$ cat config.mk
export PLATFORM = sky130hd
export DESIGN_NAME = cfg_bridge
export DESIGN_NICKNAME = d
export VERILOG_FILES = /design/src/rtl/cfgb_pkg.sv /design/src/rtl/cfgb_addr_reg.sv /design/src/rtl/cfgb_lanes.sv /design/src/rtl/cfgb_ctrl.sv /design/src/rtl/cfg_bridge.sv
export SDC_FILE = /design/constraint.sdc
export NUM_CORES = 1
export LEC_CHECK = 0
export BUFFER_PORTS_ARGS = -buffer_cell sky130_fd_sc_hd__buf_2
export CAP_MARGIN = 30
export CORE_UTILIZATION = 52
export DETAILED_ROUTE_END_ITERATION = 6
export PLACE_DENSITY = 0.91
export SLEW_MARGIN = 0
export SYNTH_ARGS = -nofsm -noshare
export SYNTH_HDL_FRONTEND = slang
export SYNTH_SLANG_ARGS = --single-unit
$ cat constraint.sdc
create_clock -name clk -period 2.53 [get_ports clk]
set_input_delay 0.1265 -clock clk [delete_from_list [all_inputs] [get_ports clk]]
set_output_delay 0.1265 -clock clk [all_outputs]
set_load 0.01 [all_outputs]
$ cat src/rtl/cfgb_pkg.sv
package cfgb_pkg;
  localparam int unsigned CFG_DW    = 32;
  localparam int unsigned CFG_LANES = CFG_DW / 8;
  localparam int unsigned LANE_W    = $clog2(CFG_LANES);

  typedef enum logic [1:0] {
    ST_IDLE  = 2'd0,
    ST_ISSUE = 2'd1,
    ST_WAIT  = 2'd2,
    ST_RESP  = 2'd3
  } cfgb_state_e;

  localparam logic [1:0] SZ_BYTE = 2'd0;
  localparam logic [1:0] SZ_HALF = 2'd1;
endpackage

$ cat src/rtl/cfgb_addr_reg.sv
module cfgb_addr_reg
  import cfgb_pkg::*;
(
  input  logic              clk,
  input  logic              rst_n,
  input  logic              we,
  input  logic [CFG_DW-1:0] wdata,
  output logic [CFG_DW-1:0] q
);
  always_ff @(posedge clk) begin
    if (!rst_n) q <= '0;
    else if (we) q <= {wdata[CFG_DW-1:2], 2'b00};
  end
endmodule

$ cat src/rtl/cfgb_lanes.sv
module cfgb_lanes
  import cfgb_pkg::*;
(
  input  logic [LANE_W-1:0]    wr_lane,
  input  logic [1:0]           wr_size,
  input  logic [CFG_DW-1:0]    wr_data,
  output logic [CFG_LANES-1:0] wr_be,
  output logic [CFG_DW-1:0]    wr_shifted,
  input  logic [LANE_W-1:0]    rd_lane,
  input  logic [1:0]           rd_size,
  input  logic [CFG_DW-1:0]    rd_raw,
  output logic [CFG_DW-1:0]    rd_data
);
  logic [CFG_DW-1:0] rd_down;

  always_comb begin
    case (wr_size)
      SZ_BYTE: begin
        wr_be      = CFG_LANES'(1) << wr_lane;
        wr_shifted = {{(CFG_DW-8){1'b0}}, wr_data[7:0]} << {wr_lane, 3'b000};
      end
      SZ_HALF: begin
        wr_be      = CFG_LANES'(3) << wr_lane;
        wr_shifted = {{(CFG_DW-16){1'b0}}, wr_data[15:0]} << {wr_lane, 3'b000};
      end
      default: begin
        wr_be      = '1;
        wr_shifted = wr_data;
      end
    endcase
  end

  always_comb begin
    rd_down = rd_raw >> {rd_lane, 3'b000};
    case (rd_size)
      SZ_BYTE: rd_data = {{(CFG_DW-8){1'b0}}, rd_down[7:0]};
      SZ_HALF: rd_data = {{(CFG_DW-16){1'b0}}, rd_down[15:0]};
      default: rd_data = rd_raw;
    endcase
  end
endmodule

$ cat src/rtl/cfgb_ctrl.sv
module cfgb_ctrl
  import cfgb_pkg::*;
#(
  parameter int unsigned       ADDR_W   = 8,
  parameter logic [ADDR_W-1:0] OFF_ADDR = ADDR_W'('h20),
  parameter logic [ADDR_W-1:0] OFF_DATA = ADDR_W'('h24),
  parameter logic [7:0]        SEC_BUS  = 8'd1
) (
  input  logic                 clk,
  input  logic                 rst_n,
  input  logic                 host_req_valid,
  output logic                 host_req_ready,
  input  logic                 host_req_write,
  input  logic [ADDR_W-1:0]    host_req_off,
  input  logic [1:0]           host_req_size,
  input  logic [CFG_DW-1:0]    host_req_wdata,
  output logic                 host_rsp_valid,
  input  logic                 host_rsp_ready,
  output logic [CFG_DW-1:0]    host_rsp_rdata,
  output logic                 host_rsp_nf,
  input  logic                 link_ready,
  input  logic [CFG_DW-1:0]    cfg_addr,
  output logic                 addr_we,
  input  logic [CFG_LANES-1:0] lane_be,
  input  logic [CFG_DW-1:0]    lane_wdata,
  output logic [LANE_W-1:0]    rd_lane,
  output logic [1:0]           rd_size,
  input  logic [CFG_DW-1:0]    rd_steered,
  output logic                 ds_req_valid,
  input  logic                 ds_req_ready,
  output logic                 ds_req_write,
  output logic [CFG_DW-1:0]    ds_req_addr,
  output logic [CFG_DW-1:0]    ds_req_wdata,
  output logic [CFG_LANES-1:0] ds_req_be,
  input  logic                 ds_rsp_valid,
  input  logic                 ds_rsp_err
);
  cfgb_state_e state;
  logic accept, hit_addr, hit_data, blocked;

  assign host_req_ready = (state == ST_IDLE);
  assign host_rsp_valid = (state == ST_RESP);
  assign ds_req_valid   = (state == ST_ISSUE);
  assign accept   = host_req_valid && host_req_ready;
  assign hit_addr = host_req_off[ADDR_W-1:2] == OFF_ADDR[ADDR_W-1:2];
  assign hit_data = host_req_off[ADDR_W-1:2] == OFF_DATA[ADDR_W-1:2];
  assign blocked  = !link_ready && (cfg_addr[23:16] == SEC_BUS);
  assign addr_we  = accept && hit_addr && host_req_write;

  always_ff @(posedge clk) begin
    if (!rst_n) begin
      state          <= ST_IDLE;
      host_rsp_rdata <= '0;
      host_rsp_nf    <= 1'b0;
      ds_req_write   <= 1'b0;
      ds_req_addr    <= '0;
      ds_req_wdata   <= '0;
      ds_req_be      <= '0;
      rd_lane        <= '0;
      rd_size        <= '0;
    end else begin
      case (state)
        ST_IDLE: if (accept) begin
          host_rsp_nf <= 1'b0;
          if (hit_addr) begin
            host_rsp_rdata <= host_req_write ? '0 : cfg_addr;
            state          <= ST_RESP;
          end else if (hit_data && !cfg_addr[CFG_DW-1]) begin
            host_rsp_rdata <= host_req_write ? '0 : '1;
            state          <= ST_RESP;
          end else if (hit_data && blocked) begin
            host_rsp_rdata <= host_req_write ? '0 : '1;
            host_rsp_nf    <= 1'b1;
            state          <= ST_RESP;
          end else if (hit_data) begin
            ds_req_write <= host_req_write;
            ds_req_addr  <= {cfg_addr[CFG_DW-1:2], 2'b00};
            ds_req_wdata <= lane_wdata;
            ds_req_be    <= host_req_write ? lane_be : '1;
            rd_lane      <= host_req_off[LANE_W-1:0];
            rd_size      <= host_req_size;
            state        <= ST_ISSUE;
          end else begin
            host_rsp_rdata <= '0;
            state          <= ST_RESP;
          end
        end
        ST_ISSUE: if (ds_req_ready) state <= ST_WAIT;
        ST_WAIT: if (ds_rsp_valid) begin
          host_rsp_rdata <= ds_req_write ? '0 : (ds_rsp_err ? '1 : rd_steered);
          state          <= ST_RESP;
        end
        default: if (host_rsp_ready) state <= ST_IDLE;
      endcase
    end
  end


  rsp_hold_chk: assert property (@(posedge clk) disable iff (!rst_n)
    host_rsp_valid && !host_rsp_ready |=> host_rsp_valid && $stable(host_rsp_rdata));

  single_flight_chk: assert property (@(posedge clk) disable iff (!rst_n)
    (ds_req_valid || host_rsp_valid) |-> !host_req_ready);

  ds_hold_chk: assert property (@(posedge clk) disable iff (!rst_n)
    ds_req_valid && !ds_req_ready |=> ds_req_valid && $stable(ds_req_addr) && $stable(ds_req_be));

  link_gate_chk: assert property (@(posedge clk) disable iff (!rst_n)
    $rose(ds_req_valid) |-> $past(link_ready) || (ds_req_addr[23:16] != SEC_BUS));

  enable_gate_chk: assert property (@(posedge clk) disable iff (!rst_n)
    ds_req_valid |-> ds_req_addr[CFG_DW-1] && (ds_req_addr[1:0] == 2'b00));
endmodule

$ cat src/rtl/cfg_bridge.sv
module cfg_bridge
  import cfgb_pkg::*;
#(
  parameter int unsigned       ADDR_W   = 8,
  parameter logic [ADDR_W-1:0] OFF_ADDR = ADDR_W'('h20),
  parameter logic [ADDR_W-1:0] OFF_DATA = ADDR_W'('h24),
  parameter logic [7:0]        SEC_BUS  = 8'd1
) (
  input  logic              clk,
  input  logic              rst_n,
  input  logic              host_req_valid,
  output logic              host_req_ready,
  input  logic              host_req_write,
  input  logic [ADDR_W-1:0] host_req_off,
  input  logic [1:0]        host_req_size,
  input  logic [31:0]       host_req_wdata,
  output logic              host_rsp_valid,
  input  logic              host_rsp_ready,
  output logic [31:0]       host_rsp_rdata,
  output logic              host_rsp_nf,
  input  logic              link_ready,
  output logic              ds_req_valid,
  input  logic              ds_req_ready,
  output logic              ds_req_write,
  output logic [31:0]       ds_req_addr,
  output logic [31:0]       ds_req_wdata,
  output logic [3:0]        ds_req_be,
  input  logic              ds_rsp_valid,
  input  logic              ds_rsp_err,
  input  logic [31:0]       ds_rsp_rdata
);
  logic [CFG_DW-1:0]    cfg_addr, lane_wdata, rd_steered;
  logic [CFG_LANES-1:0] lane_be;
  logic [LANE_W-1:0]    rd_lane;
  logic [1:0]           rd_size;
  logic                 addr_we;

  cfgb_addr_reg u_areg (
    .clk(clk), .rst_n(rst_n), .we(addr_we), .wdata(host_req_wdata), .q(cfg_addr)
  );

  cfgb_lanes u_lanes (
    .wr_lane(host_req_off[LANE_W-1:0]), .wr_size(host_req_size), .wr_data(host_req_wdata),
    .wr_be(lane_be), .wr_shifted(lane_wdata),
    .rd_lane(rd_lane), .rd_size(rd_size), .rd_raw(ds_rsp_rdata), .rd_data(rd_steered)
  );

  cfgb_ctrl #(
    .ADDR_W(ADDR_W), .OFF_ADDR(OFF_ADDR), .OFF_DATA(OFF_DATA), .SEC_BUS(SEC_BUS)
  ) u_ctrl (
    .clk(clk), .rst_n(rst_n),
    .host_req_valid(host_req_valid), .host_req_ready(host_req_ready),
    .host_req_write(host_req_write), .host_req_off(host_req_off),
    .host_req_size(host_req_size), .host_req_wdata(host_req_wdata),
    .host_rsp_valid(host_rsp_valid), .host_rsp_ready(host_rsp_ready),
    .host_rsp_rdata(host_rsp_rdata), .host_rsp_nf(host_rsp_nf),
    .link_ready(link_ready), .cfg_addr(cfg_addr), .addr_we(addr_we),
    .lane_be(lane_be), .lane_wdata(lane_wdata),
    .rd_lane(rd_lane), .rd_size(rd_size), .rd_steered(rd_steered),
    .ds_req_valid(ds_req_valid), .ds_req_ready(ds_req_ready),
    .ds_req_write(ds_req_write), .ds_req_addr(ds_req_addr),
    .ds_req_wdata(ds_req_wdata), .ds_req_be(ds_req_be),
    .ds_rsp_valid(ds_rsp_valid), .ds_rsp_err(ds_rsp_err)
  );
endmodule

==> results of run 1 <==
==> layout by cell type, fill, tap and decap left out, types with 2 or more instances in the layout <==
master,count
clkbuf_1,2
dlygate4sd3_1,6
a211oi_4,2
a2bb2oi_1,8
dfxtp_1,136
nor4_4,2
nand2_1,182
bufinv_16,7
nand3_1,11
conb_1,2
ha_1,4
clkinv_2,2
mux2i_1,10
o21ai_0,42
mux2_2,7
nand4b_1,2
nor2_1,38
inv_1,8
buf_2,185
a2111oi_0,5
buf_12,3
buf_4,14
a21boi_1,18
nor4b_4,2
a21oi_1,78
o211ai_1,18
o211a_1,20
a22oi_1,18
nor2b_1,9
a32oi_1,13
a221oi_1,9
o22ai_1,2
clkbuf_16,17
a21boi_0,62
==> per-layer routing <==
layer	global-route usage	routed length, um	part of all wire
met3	0.0672	2450	0.11
met2	0.511	9590	0.45
met1	0.450	8750	0.41
met4	0.139	745	0.035
met5	0	0	0
==> path summary, 6_finish.rpt <==
kind / endpoint / slack, ns / from
setup / recovery: u_areg.q[31]$_SDFFE_PN0P_ / 0.18 / u_ctrl.state[0]$_SDFFE_PN0P_
hold / removal: u_areg.q[9]$_SDFFE_PN0P_ / 0.01 / host_req_wdata[9]
setup reg to reg: u_areg.q[31]$_SDFFE_PN0P_ / 0.18 / u_ctrl.state[0]$_SDFFE_PN0P_
hold reg to reg: u_ctrl.ds_req_addr[2]$_SDFFE_PN0P_ / 0.46 / u_ctrl.ds_req_addr[2]$_SDFFE_PN0P_
==> tightest hold or removal path, stage by stage <==
cell	delay (ns)
buf_2	0.14
nand2_1	0.06
a21boi_1	0.06
==> layout make-up <==
type                       instances  area, um2
clock buffer                      20        447
clock inverter                    12        245
fill                             975       3830
inverter                           9       33.8
multi-input combinational        583       3520
sequential                       136       2720
tap                              168        210
timing repair buffer             208       1150
==> power groups by stage <==
stage	logic (mW)	registers [mW]	clock network, mW
3_5_place_dp	1.60	2.57	0
5_1_grt	1.83	2.55	3.04
3_3_place_gp	1.57	2.56	0
4_1_cts	1.64	2.53	2.92
2_1_floorplan	0.916	2.67	0
6_report	1.67	2.53	2.92
==> state kept, by name, indices dropped and copies added (netlist names), 2 cells and up <==
name / count
u_ctrl.ds_req_wdata: 32
u_ctrl.host_rsp_rdata: 32
u_areg.q: 30
u_ctrl.ds_req_addr: 30
u_ctrl.ds_req_be: 4
u_ctrl.rd_lane: 2
u_ctrl.rd_size: 2
u_ctrl.state: 2
==> timing repair <==
item / CTS / global route
endpoints found under the setup margin: 0 / 0
hold buffers: 6 / 0
endpoints found under the hold margin: 6 / 0
==> cells by family (layout without fill, tap and decap cells) <==
group,count (synthesis),in the layout,share of synthesized area
compound gates,302,302,0.322
buf+inv,78,249,0.0526
mux,17,17,0.0273
simple gates,258,258,0.175
fa+ha+maj,4,4,0.00763
flops,136,136,0.415
other cells,1,2,0.000572
==> flow_summary.toml, run 1 <==
[status]
outcome = "finished clean"

[final_layout]
final_cell_area_um2 = 8330
diodes = 0
instances_no_fill = 1136
final_layout_size_suffix_gt1_frac = 0.262
nNetsFinal = 1042
area_growth_pct = 26.9
final_core_utilization = 0.685

[drt]
avgRoutedWirePerCell_um = 19.0
drt_iter0_markers = 1028
drtAntennaViolNets = 0
vias = 6871
firstDrtPassIters = 6
drt-total-wl_mm = 21.5
drc = 0
via_per_inst = 6.05

[critical_path]
crit_top_cell = "nand2_1"
cp-end-kind = "flop"
crit_type = "flop to flop"
critical_path_required_ns = 2.83
path_depth = 7
path_cells = "inv_1, ha_1, nand2_1, or4b_1, buf_4, nand2_1, a21boi_1"
r2r_cells = 7
path_buf_inv = 2
critical_path_peak_fanout = 23
slowest_delay_ns = 0.72
cp-start-kind = "flop"
cp.arrival_ns = 2.65
cp_top_family = "simple AND/OR/NAND/NOR gates"
crit_path_top_delay_cell = "or4b_1"

[clock_tree]
cts_resized = 0
cts_buffers = 17
clk-insertion-delay-late_ns = 0.42
cts_setup_buffers = 0
cts-root-buf = "clkbuf_16"
cts_tree = "built"
cts_max_level = 4
clock_path_buffers = 2
clk_pin_slew_worst_paths_ns = 0.06
clkSinkCount = 136

[power]
power_density_nw_per_um2 = 854
power_mw = 7.11
combinationalPowerShare = 0.234
p_seq_frac = 0.356
swShare = 0.299
power.leakage_nw = 3.57
power_frac_clock = 0.410
p_sw_mw = 2.12
ir_worst_vdd_v = 0.000462
p_int_mw = 4.99

[sta]
fin_hold_ws_ns = 0.0106
fin_skew_ns = 0.00934
setup_ws_ns = 0.182
setup_viol = 0
hold_viol_final = 0
finalMaxSlewViolations = 0
period_needed_ns = 2.35
fmax_mhz = 426
min_period_over_period = 0.928
grt_setup_unrepaired = "no"
worstMarginPinSlew_ns = 0.640
setup_tns_ns = 0
relSlewSlack = 0.572

[global_route]
grt_pass1_wl_mm = 32.9
antenna_found_initial = 0
grt_max_degree = 138
grt_usage = 0.331
grt_pass1_vias = 6095
gr-total-overflow = 0

[placed_design]
dp.cells = 1098
place_congestion = 0.950
hpwl_mm = 14.8
io_buffers = 185
dp_slack_ns = 0.328
postPlaceCellArea_um2 = 7580

[hold_path]
holdPathStages = 3
hp-class = "input port to flop"

[logic_synthesis]
synth-edff-count = 0
synth_area_per_cell_um2 = 8.24
yosys_warnings = 0
synthFlopType = "dfxtp_1"
syn-cell-area_um2 = 6560
synthArstFlopShare = 0
ys_seq_area_frac = 0.415
synth_common_cells = "182 x nand2_1, 136 x dfxtp_1, 78 x a21oi_1"
synth.area.top_cells = "dfxtp_1 41%, nand2_1 10%, a21boi_0 7.1%, a21oi_1 5.9%, o21ai_0 3.2%"
synth_top_area_share = 0.415
yosysTopAreaCell = "dfxtp_1"
syn_inst = 796
yosysMostFrequentCell = "nand2_1"
ys_ff_latch = 136
ys_types = 55

[die]
fp.dieW_um = 114
die_h_um = 114
initial_core_util = 0.540
io_pins = 188
core_um2 = 12200
fp-row-count = 40
die_area_um2 = 13100

[job]
max_cap_violations = 0
No activity file was read; power rests on OpenSTA's default activity.
==> run 2, diff against run 1 <==
--- a/config.mk
+++ b/config.mk
@@ -7,7 +7,10 @@
 export LEC_CHECK = 0
 export BUFFER_PORTS_ARGS = -buffer_cell sky130_fd_sc_hd__buf_2
 export CAP_MARGIN = 30
-export CORE_UTILIZATION = 52
+export CELL_PAD_IN_SITES_DETAIL_PLACEMENT = 0
+export CELL_PAD_IN_SITES_GLOBAL_PLACEMENT = 1
+export CORE_UTILIZATION = 38
+export CTS_CLUSTER_DIAMETER = 150
 export DETAILED_ROUTE_END_ITERATION = 6
 export PLACE_DENSITY = 0.91
 export SLEW_MARGIN = 0
==> run 2 against run 1 <==
Compared with the run above: first-iteration DRC count decreased by 38%; sequential share of layout area about the same; maximum frequency increased by 11%; non-clock buffer count increased by 2; highest routed layer unchanged; final area about the same; critical path type unchanged; largest power group unchanged.
==> flow_summary.toml, run 2 (synthesis gave the netlist of run 1 again) <==
[status]
outcome = "finished clean"

[die]
die_area_um2 = 17800
fp-row-count = 47
die_h_um = 133
initial_core_util = 0.393
io_pins = 188
fp.dieW_um = 133
core_um2 = 16700

[critical_path]
crit_path_top_delay_cell = "dfxtp_1"
critical_path_required_ns = 2.82
path_buf_inv = 0
cp-end-kind = "flop"
crit_top_cell = "a21oi_1"
r2r_cells = 5
cp.arrival_ns = 2.41
ff2ff_setup_slack_ns = 0.41
path_cells = "o21bai_1, a21oi_1, a21oi_1, a2111oi_0, nor2_1"
cp-endpoint = "u_ctrl.host_rsp_rdata[5]$_SDFFE_PN0P_"
reg2reg_to = "u_ctrl.host_rsp_rdata[5]$_SDFFE_PN0P_"
slowest_delay_ns = 0.71
cp-start-kind = "flop"
crit_type = "flop to flop"
path_depth = 5
critical_path_peak_fanout = 17
worstReg2RegStart = "u_ctrl.rd_lane[1]$_SDFFE_PN0P_"
worstSetupStartpoint = "u_ctrl.rd_lane[1]$_SDFFE_PN0P_"
cp_top_family = "compound AO/OA/AOI/OAI gates"

[clock_tree]
cts_buffers = 17
clkSinkCount = 136
clk-insertion-delay-late_ns = 0.42
cts_tree = "built"
clock_path_buffers = 2
cts_setup_buffers = 0
clk_pin_slew_worst_paths_ns = 0.06
cts_max_level = 4
cts-root-buf = "clkbuf_16"

[final_layout]
nFillCells = 1660
area_growth_pct = 26.9
top_regs = "u_ctrl.ds_req_wdata: 32 flops, u_ctrl.host_rsp_rdata: 32 flops"
nNetsFinal = 1044
final_common_cell = "buf_2"
final_layout_size_suffix_gt1_frac = 0.255
final_core_utilization = 0.499
final_cell_area_um2 = 8330
instances_no_fill = 1191
final_cell_mix = "184 x buf_2, 182 x nand2_1, 136 x dfxtp_1"

[sta]
relSlewSlack = 0.558
grt_setup_unrepaired = "no"
worstMarginPinSlew_ns = 0.662
fmax_mhz = 472
min_period_over_period = 0.837
hold_viol_final = 0
setup_ws_ns = 0.411
setup_tns_ns = 0
finalMaxSlewViolations = 0
setup_viol = 0
fin_skew_ns = 0.00740
period_needed_ns = 2.12

[drt]
avgRoutedWirePerCell_um = 18.8
drtAntennaViolNets = 0
drc = 0
drt-total-wl_mm = 22.4
vias = 6618
firstDrtPassIters = 5
drt_iter0_markers = 635
via_per_inst = 5.56

[power]
power.leakage_nw = 3.53
ir_worst_vdd_v = 0.000583
power_density_nw_per_um2 = 810

[global_route]
grt_use_met2 = 0.373
grt_usage = 0.250
gr-max-usage-layer = "met2"
met1_usage = 0.354
grt_pass1_vias = 6046
grtUsageMet3 = 0.0712
gr-total-overflow = 0
antenna_found_initial = 1
grt_pass1_wl_mm = 34.1
grt_max_degree = 81

[placed_design]
place_congestion = 0.937
io_buffers = 185
dp.cells = 1146
dp_slack_ns = 0.463
postPlaceCellArea_um2 = 7600
hpwl_mm = 15.7

[hold_path]
hp-class = "input port to flop"

[job]
max_cap_violations = 0
-- run 2: per-stage QoR --
stage               hold slack (ns)  power (mW)
floorplan                     0.266        3.59
global placement              0.397        4.18
detailed placement            0.396        4.20
CTS                         0.00355        6.75
global route                 0.0133        7.07
finish                      0.00836        6.74
-- run 2: final cells by class --
type | count | area (um2) | area share
multi-input cells | 583 | 3520 | 0.423
inverters | 9 | 33.8 | 0.00406
clock inverters | 7 | 116 | 0.0140
diodes | 1 | 2.50 | 0.000301
clock buffers | 25 | 485 | 0.0583
repair buffers | 210 | 1170 | 0.141
well taps | 220 | 275 | 0.0331
flip-flops and latches | 136 | 2720 | 0.327
-- run 2: per-layer routing --
metal  share of wire  up-vias  wire, um
met3           0.098       17      2200
met1            0.46     3110     10200
met4           0.011        0       252
met5               0        -         0
li1                -     3147         -
met2            0.43      344      9710
-- run 2: tightest hold or removal path, stage by stage --
cell,delay [ns]
buf_2,0.11
nand2_1,0.06
a21boi_0,0.08
-- run 2: worst min-delay path by stage --
stage,slack (ns),startpoint,cells past startpoint,to
3_5_place_dp,0.40,host_req_wdata[31],3,u_areg.q[31]$_SDFFE_PN0P_
2_1_floorplan,0.27,host_req_wdata[10],2,u_areg.q[10]$_SDFFE_PN0P_
6_report,0.008,host_req_wdata[24],3,u_areg.q[24]$_SDFFE_PN0P_
3_3_place_gp,0.40,host_req_wdata[22],3,u_areg.q[22]$_SDFFE_PN0P_
4_1_cts,0.004,host_req_wdata[30],3,u_areg.q[30]$_SDFFE_PN0P_
5_1_grt,0.01,host_req_wdata[11],3,u_areg.q[11]$_SDFFE_PN0P_
-- run 2: power breakdown --
group          internal [mW]  leakage (nW)  total [mW]  switching (mW)
sequential              2.40          1.10        2.53           0.131
clock                   1.63         0.291        2.55           0.924
combinational          0.617          2.14        1.66            1.04
total                   4.65          3.53        6.74            2.10
-- run 2: timing repair --
| item | CTS | global route |
|---|---|---|
| hold endpoints to repair | 12 | 0 |
| gates resized for setup | 0 | 0 |
| hold buffers | 12 | 0 |
